File: src/rtl/tlb_pkg.sv
package tlb_pkg;

  typedef enum logic [1:0] {
    ACC_FETCH = 2'd0,
    ACC_LOAD  = 2'd1,
    ACC_STORE = 2'd2,
    ACC_ALT   = 2'd3
  } acc_e;

  typedef struct packed {
    logic glb;
    logic sup;
    logic u;
    logic x;
    logic w;
    logic r;
  } perm_t;

  function automatic logic perm_ok(perm_t p, logic [1:0] acc, logic user);
    logic kind_ok;
    case (acc_e'(acc))
      ACC_FETCH: kind_ok = p.x;
      ACC_LOAD:  kind_ok = p.r;
      default:   kind_ok = p.w;
    endcase
    return kind_ok && (!user || p.u);
  endfunction

endpackage

File: src/rtl/tlb_store.sv
module tlb_store #(
  parameter int N      = 32,
  parameter int VPN_W  = 20,
  parameter int PPN_W  = 20,
  parameter int ASID_W = 9,
  localparam int IDX_W = (N > 1) ? $clog2(N) : 1
) (
  input  logic                          clk,
  input  logic                          rst,
  input  logic                          flush,
  input  logic                          we,
  input  logic [IDX_W-1:0]              widx,
  input  logic [VPN_W-1:0]              w_vpn,
  input  logic [PPN_W-1:0]              w_ppn,
  input  logic [ASID_W-1:0]             w_asid,
  input  tlb_pkg::perm_t                w_perm,
  output logic [N-1:0]                  valid_o,
  output logic [N-1:0][VPN_W-1:0]       vpn_o,
  output logic [N-1:0][PPN_W-1:0]       ppn_o,
  output logic [N-1:0][ASID_W-1:0]      asid_o,
  output tlb_pkg::perm_t [N-1:0]        perm_o
);

  logic [N-1:0] valid_q;

  always_ff @(posedge clk) begin
    if (rst) begin
      valid_q <= '0;
    end else if (flush) begin
      valid_q <= '0;
    end else if (we) begin
      valid_q[widx] <= 1'b1;
    end
  end

  for (genvar e = 0; e < N; e++) begin : g_ent
    logic [VPN_W-1:0]  vpn_q;
    logic [PPN_W-1:0]  ppn_q;
    logic [ASID_W-1:0] asid_q;
    tlb_pkg::perm_t    perm_q;

    always_ff @(posedge clk) begin
      if (we && !flush && widx == IDX_W'(e)) begin
        vpn_q  <= w_vpn;
        ppn_q  <= w_ppn;
        asid_q <= w_asid;
        perm_q <= w_perm;
      end
    end

    assign vpn_o[e]  = vpn_q;
    assign ppn_o[e]  = ppn_q;
    assign asid_o[e] = asid_q;
    assign perm_o[e] = perm_q;
  end

  assign valid_o = valid_q;

endmodule

File: src/rtl/tlb_victim.sv
module tlb_victim #(
  parameter int N      = 32,
  localparam int IDX_W = (N > 1) ? $clog2(N) : 1
) (
  input  logic             clk,
  input  logic             rst,
  input  logic [N-1:0]     valid,
  input  logic             take,
  output logic [IDX_W-1:0] idx
);

  logic [IDX_W-1:0] rr_q;
  logic [IDX_W-1:0] free_idx;
  logic             full;

  always_comb begin
    free_idx = '0;
    for (int i = N - 1; i >= 0; i--) begin
      if (!valid[i]) free_idx = IDX_W'(i);
    end
  end

  assign full = &valid;
  assign idx  = full ? rr_q : free_idx;

  always_ff @(posedge clk) begin
    if (rst) begin
      rr_q <= '0;
    end else if (take && full) begin
      rr_q <= (rr_q == IDX_W'(N - 1)) ? '0 : rr_q + 1'b1;
    end
  end

endmodule

File: src/rtl/tlb_lookup.sv
module tlb_lookup #(
  parameter int N      = 32,
  parameter int HI_W   = 10,
  parameter int LO_W   = 10,
  parameter int OFF_W  = 12,
  parameter int PPN_W  = 20,
  parameter int ASID_W = 9,
  localparam int VPN_W = HI_W + LO_W,
  localparam int VA_W  = VPN_W + OFF_W,
  localparam int PA_W  = PPN_W + OFF_W
) (
  input  logic [N-1:0]             valid,
  input  logic [N-1:0][VPN_W-1:0]  vpn,
  input  logic [N-1:0][PPN_W-1:0]  ppn,
  input  logic [N-1:0][ASID_W-1:0] asid,
  input  tlb_pkg::perm_t [N-1:0]   perm,
  input  logic [VA_W-1:0]          va,
  input  logic [ASID_W-1:0]        q_asid,
  input  logic                     user,
  input  logic [1:0]               acc,
  output logic                     hit,
  output logic                     allow,
  output logic [PA_W-1:0]          pa
);

  logic [N-1:0]     match;
  logic [PPN_W-1:0] sel_ppn;
  tlb_pkg::perm_t   sel_perm;

  for (genvar e = 0; e < N; e++) begin : g_cmp
    logic id_ok, hi_ok, lo_ok;
    assign id_ok    = perm[e].glb || (asid[e] == q_asid);
    assign hi_ok    = vpn[e][VPN_W-1:LO_W] == va[VA_W-1:OFF_W+LO_W];
    assign lo_ok    = perm[e].sup || (vpn[e][LO_W-1:0] == va[OFF_W+LO_W-1:OFF_W]);
    assign match[e] = valid[e] && id_ok && hi_ok && lo_ok;
  end

  always_comb begin
    sel_ppn  = '0;
    sel_perm = '0;
    for (int i = N - 1; i >= 0; i--) begin
      if (match[i]) begin
        sel_ppn  = ppn[i];
        sel_perm = perm[i];
      end
    end
  end

  assign hit   = |match;
  assign allow = tlb_pkg::perm_ok(sel_perm, acc, user);
  assign pa    = sel_perm.sup ? {sel_ppn[PPN_W-1:LO_W], va[OFF_W+LO_W-1:0]}
                              : {sel_ppn, va[OFF_W-1:0]};

endmodule

File: src/rtl/tlb_fa_prot.sv
module tlb_fa_prot #(
  parameter int N      = 32,
  parameter int HI_W   = 10,
  parameter int LO_W   = 10,
  parameter int OFF_W  = 12,
  parameter int PPN_W  = 20,
  parameter int ASID_W = 9,
  localparam int VPN_W = HI_W + LO_W,
  localparam int VA_W  = VPN_W + OFF_W,
  localparam int PA_W  = PPN_W + OFF_W
) (
  input  logic              clk,
  input  logic              rst,
  input  logic              lk_valid,
  input  logic [VA_W-1:0]   lk_vaddr,
  input  logic [ASID_W-1:0] lk_asid,
  input  logic              lk_user,
  input  logic [1:0]        lk_acc,
  output logic              rsp_valid,
  output logic              rsp_hit,
  output logic              rsp_fault,
  output logic              rsp_miss,
  output logic [PA_W-1:0]   rsp_paddr,
  output logic              walk_req,
  output logic [VPN_W-1:0]  walk_vpn,
  output logic [ASID_W-1:0] walk_asid,
  input  logic              fill_valid,
  input  logic [VPN_W-1:0]  fill_vpn,
  input  logic [ASID_W-1:0] fill_asid,
  input  logic [PPN_W-1:0]  fill_ppn,
  input  logic              fill_present,
  input  logic              fill_super,
  input  logic              fill_global,
  input  logic              fill_r,
  input  logic              fill_w,
  input  logic              fill_x,
  input  logic              fill_u,
  input  logic              flush
);

  localparam int IDX_W = (N > 1) ? $clog2(N) : 1;

  logic [N-1:0]             ent_valid;
  logic [N-1:0][VPN_W-1:0]  ent_vpn;
  logic [N-1:0][PPN_W-1:0]  ent_ppn;
  logic [N-1:0][ASID_W-1:0] ent_asid;
  tlb_pkg::perm_t [N-1:0]   ent_perm;

  logic             install;
  logic [IDX_W-1:0] victim;
  tlb_pkg::perm_t   new_perm;
  logic             lk_hit, lk_allow;
  logic [PA_W-1:0]  lk_pa;

  assign install  = fill_valid && fill_present && !flush;
  assign new_perm = '{glb: fill_global, sup: fill_super, u: fill_u,
                      x: fill_x, w: fill_w, r: fill_r};

  tlb_store #(.N(N), .VPN_W(VPN_W), .PPN_W(PPN_W), .ASID_W(ASID_W)) i_store (
    .clk(clk), .rst(rst), .flush(flush), .we(install), .widx(victim),
    .w_vpn(fill_vpn), .w_ppn(fill_ppn), .w_asid(fill_asid), .w_perm(new_perm),
    .valid_o(ent_valid), .vpn_o(ent_vpn), .ppn_o(ent_ppn),
    .asid_o(ent_asid), .perm_o(ent_perm)
  );

  tlb_victim #(.N(N)) i_victim (
    .clk(clk), .rst(rst), .valid(ent_valid), .take(install), .idx(victim)
  );

  tlb_lookup #(.N(N), .HI_W(HI_W), .LO_W(LO_W), .OFF_W(OFF_W),
               .PPN_W(PPN_W), .ASID_W(ASID_W)) i_lookup (
    .valid(ent_valid), .vpn(ent_vpn), .ppn(ent_ppn), .asid(ent_asid),
    .perm(ent_perm), .va(lk_vaddr), .q_asid(lk_asid), .user(lk_user),
    .acc(lk_acc), .hit(lk_hit), .allow(lk_allow), .pa(lk_pa)
  );

  always_ff @(posedge clk) begin
    if (rst) begin
      rsp_valid <= 1'b0;
      rsp_hit   <= 1'b0;
      rsp_fault <= 1'b0;
      rsp_miss  <= 1'b0;
      rsp_paddr <= '0;
      walk_req  <= 1'b0;
      walk_vpn  <= '0;
      walk_asid <= '0;
    end else begin
      rsp_valid <= lk_valid;
      rsp_hit   <= lk_valid && lk_hit && lk_allow;
      rsp_fault <= lk_valid && lk_hit && !lk_allow;
      rsp_miss  <= lk_valid && !lk_hit;
      rsp_paddr <= (lk_valid && lk_hit && lk_allow) ? lk_pa : '0;
      walk_req  <= lk_valid && !lk_hit;
      walk_vpn  <= (lk_valid && !lk_hit) ? lk_vaddr[VA_W-1:OFF_W] : '0;
      walk_asid <= (lk_valid && !lk_hit) ? lk_asid : '0;
    end
  end

endmodule

File: config.mk
export PLATFORM = sky130hd
export DESIGN_NAME = tlb_fa_prot
export DESIGN_NICKNAME = d
export VERILOG_FILES = /design/src/rtl/tlb_pkg.sv /design/src/rtl/tlb_store.sv /design/src/rtl/tlb_victim.sv /design/src/rtl/tlb_lookup.sv /design/src/rtl/tlb_fa_prot.sv
export SDC_FILE = /design/constraint.sdc
export NUM_CORES = 2
export LEC_CHECK = 0
export CORE_MARGIN = 10
export CORE_UTILIZATION = 33
export CTS_BUF_LIST = sky130_fd_sc_hd__clkbuf_8
export CTS_CLUSTER_SIZE = 40
export DETAILED_ROUTE_END_ITERATION = 6
export DONT_BUFFER_PORTS = 1
export HOLD_SLACK_MARGIN = 0.03
export PLACE_DENSITY = 0.57
export SYNTH_ARGS = -nofsm -noshare
export SYNTH_HDL_FRONTEND = slang
export SYNTH_SLANG_ARGS = --single-unit
File: constraint.sdc
create_clock -name clk -period 18.9 [get_ports clk]
set_clock_uncertainty 0.15 [all_clocks]
set_input_delay 0.945 -clock clk [delete_from_list [all_inputs] [get_ports clk]]
set_output_delay 0.945 -clock clk [all_outputs]
set_load 0.02 [all_outputs]
==> reports/results.tsv <==
stage	metric	value	unit
final_layout	fin_util	0.382	
place	dp_worst_setup_slack	12750	ps
final_layout	final_common_cell	edfxtp_1	
global_routing	grt_max_degree	56	
logic_synthesis	yosys_warnings	0	
logic_synthesis	synth_top_family_by_area	XOR/XNOR gates	
logic_synthesis	syn_nets	5270	
clock_tree	cts_resized	0	
setup_path	criticalPathCategory	flip-flop to flip-flop	
sta	fin_ws	13080	ps
setup_path	required	19720	ps
clock_tree	cts.clk_slew.worst_paths	60	ps
drt	drt_iter0_markers	6594	
drt	drt-total-wl	267000	um
global_routing	grtUsageTotal	0.201	
sta	finalHoldViolations	0	
logic_synthesis	synth_mux_area_frac	0.00273	
power_and_ir_drop	vdd.ir_drop.worst	0.0590	mV
sta	slew_headroom	0.0329	
sta	fin_crit	5820	ps
logic_synthesis	ys_seq_area_frac	0.710	
logic_synthesis	synth-edff-count	1760	
logic_synthesis	synth_xor_area_frac	0.105	
logic_synthesis	synth_area_per_cell	15.0	um2
setup_path	path_max_fanout	22	
setup_path	cp-end-kind	flip-flop	
logic_synthesis	synth_simple_gate_area_frac	0.0867	
setup_path	startpoint_type	flip-flop	
sta	tightestPinTransition	1440	ps
floorplanning	rows	177	
setup_path	r2r_cells	12	
clock_tree	cts_setup_buffers	0	
floorplanning	start_util	0.332	
clock_tree	cts_hold_buf	153	
final_layout	syn2layout_area_growth	15.0	%
clock_tree	cts_made_buffers	336	
clock_tree	cts.path.max_buffers	4	
place	globalplace.congestion	0.935	
floorplanning	num_io_pins	171	
power_and_ir_drop	finalPower	8.23	mW
flow_run	cap_violations	0	
global_routing	grt_pass1_wl	370000	um
worst_hold_path	min_path_cells	2	
clock_tree	cts-root-buf	clkbuf_8	
clock_tree	cts_tree	done	
final_layout	drive_gt1_frac	0.116	
final_layout	finalNonFillerCells	8898	
place	dp_hpwl	160000	um
run_status	status	complete, no violations	
sta	maxSlewViolCount	0	
drt	firstDrtPassIters	6	
floorplanning	die_w	504	um
logic_synthesis	netlist_instances	5163	
sta	tns	0	ps
drt	antenna_left	0	
sta	setup_viol	0	
global_routing	grt_pass1_vias	47154	
logic_synthesis	ys_seq_elements	1862	
sta	fmax	172	MHz
logic_synthesis	synth_area	0.0774	mm2
final_layout	finalNetCount	5620	
logic_synthesis	synthAdderAreaFrac	0.000323	
place	io_buffers	0	
clock_tree	cts_htree_levels	5	
drt	drc	0	
place	dp_cells	8154	
global_routing	antenna_found_initial	29	
drt	route.detailed.wl_per_inst	30.0	um
logic_synthesis	ys_types	92	
sta	rsz0062_at_grt	no	
worst_hold_path	hold_path.class	input port to flip-flop	
setup_path	crit_arrival	6640	ps
clock_tree	cts_num_sinks	1862	
drt	num_vias	48999	
power_and_ir_drop	p_per_area	92.5	mW/mm2
power_and_ir_drop	leakage	28.2	nW
final_layout	final_cell_mix	edfxtp_1 (1760), xor2_1 (506), xnor2_1 (422), clkbuf_8 (358), nand2_1 (271)	
global_routing	globalRoute.totalOverflow	0	
logic_synthesis	synthArstFlopShare	0	
floorplanning	die_area	0.254	mm2
clock_tree	clk_latency	1090	ps
logic_synthesis	synth_compound_area_frac	0.0748	
drt	avgViaCountPerCell	5.51	
sta	fin_crit_sh	0.308	
logic_synthesis	synth_ff_type	edfxtp_1	
floorplanning	floorplan.core_area	0.233	mm2
floorplanning	die_h	504	um
==> per-stage QoR <==
step	cell area [um2]	hold WS, ps
after floorplan	77400	307
after global placement	80900	341
after detailed placement	80900	351
after CTS	88900	96.6
after global routing	89000	139
final	89000	193
==> worst max-delay path: stages, from the launching register on <==
cell       delay [ps]
edfxtp_1          370
xor2_1            150
nor4_1            410
a41oi_2           160
buf_4             230
nor4_1           1020
nor2b_2          1160
nand2b_1          220
nor2_1            190
a2111oi_0         950
o311ai_0          340
nand3_1           170
o2111a_1          180
==> layout make-up <==
class                   instances  area, um2
clock buffers                 358       4930
flip-flops and latches       1862      54900
well taps                    3132       3920
inverters                      42        158
multi-input cells            3014      21200
clock inverters               216        982
repair buffers                257       2890
diodes                         17       42.5
fillers                     21889     144000
==> flip-flops by register name, summed over array words and instances, names as in the netlist <==
register	count
i_store.g_ent.ppn_q	640
rsp_paddr	32
rsp_fault	1
walk_vpn	20
walk_req	1
i_store.valid_o	32
rsp_hit	1
i_store.g_ent.vpn_q	640
i_victim.rr_q	5
i_store.g_ent.asid_q	288
i_store.perm_o	192
rsp_valid	1
walk_asid	9
==> path summary, 6_finish.rpt <==
kind	startpoint	endpoint	slack (ps)
setup / recovery	i_store.g_ent[21].asid_q[8]	rsp_paddr[26]	13080
hold / removal	lk_valid	rsp_valid	190
setup reg to reg	i_store.g_ent[21].asid_q[8]	rsp_paddr[26]	13080
hold reg to reg	i_store.g_ent[0].ppn_q[11]	rsp_paddr[23]	380
==> power breakdown <==
group | leakage, nW | switching [mW] | internal, mW
clock network | 3.39 | 1.68 | 1.78
logic | 8.20 | 0.153 | 0.101
registers | 16.6 | 0.00880 | 4.52
==> synthesized netlist by cell type, drive strengths merged (13+ instances only) <==
master | number | share of area
edfxtp | 1760 | 0.68
xor2 | 506 | 0.057
xnor2 | 422 | 0.048
nand2 | 271 | 0.013
nor2 | 180 | 0.0088
nor3 | 173 | 0.012
buf | 155 | 0.014
nor4 | 135 | 0.011
a21oi | 128 | 0.0085
nand3 | 125 | 0.0081
nand4 | 118 | 0.0095
o21ai | 114 | 0.0074
dfxtp | 102 | 0.026
clkbuf | 90 | 0.0044
and2 | 71 | 0.0057
or3 | 69 | 0.0056
a31oi | 52 | 0.0042
a41oi | 49 | 0.0060
o22ai | 46 | 0.0037
inv | 42 | 0.0020
o221ai | 38 | 0.0043
a22oi | 37 | 0.0036
o2111ai | 33 | 0.0037
o211ai | 26 | 0.0026
and3 | 24 | 0.0019
nand2b | 22 | 0.0018
o311ai | 21 | 0.0024
mux2i | 20 | 0.0026
a311oi | 19 | 0.0022
nor3b | 19 | 0.0018
a22o | 18 | 0.0020
a221oi | 17 | 0.0019
o31ai | 17 | 0.0016
a21boi | 16 | 0.0016
a211oi | 15 | 0.0015
a32o | 15 | 0.0019
a41o | 15 | 0.0019
a2111oi | 14 | 0.0017
a221o | 13 | 0.0017
nand3b | 13 | 0.0013
nor2b | 13 | 0.0011
==> metal layers <==
metal | routed length [um] | vias to the layer above | part of all wire | GRT usage
li1 | - | 20631 | - | -
met5 | 91 | - | 0.00034 | 0
met1 | 111000 | 24973 | 0.42 | 0.280
met4 | 11100 | 16 | 0.042 | 0.0765
met3 | 27400 | 602 | 0.10 | 0.0483
met2 | 117000 | 2777 | 0.44 | 0.304
==> logic make-up after synthesis <==
group / Yosys count
xor+xnor: 928
mux: 21
fa+ha+maj: 2
buf+inv: 287
simple gates: 1274
compound gates: 789
flops: 1862
Note: power is estimated with default switching activity, not from simulation.
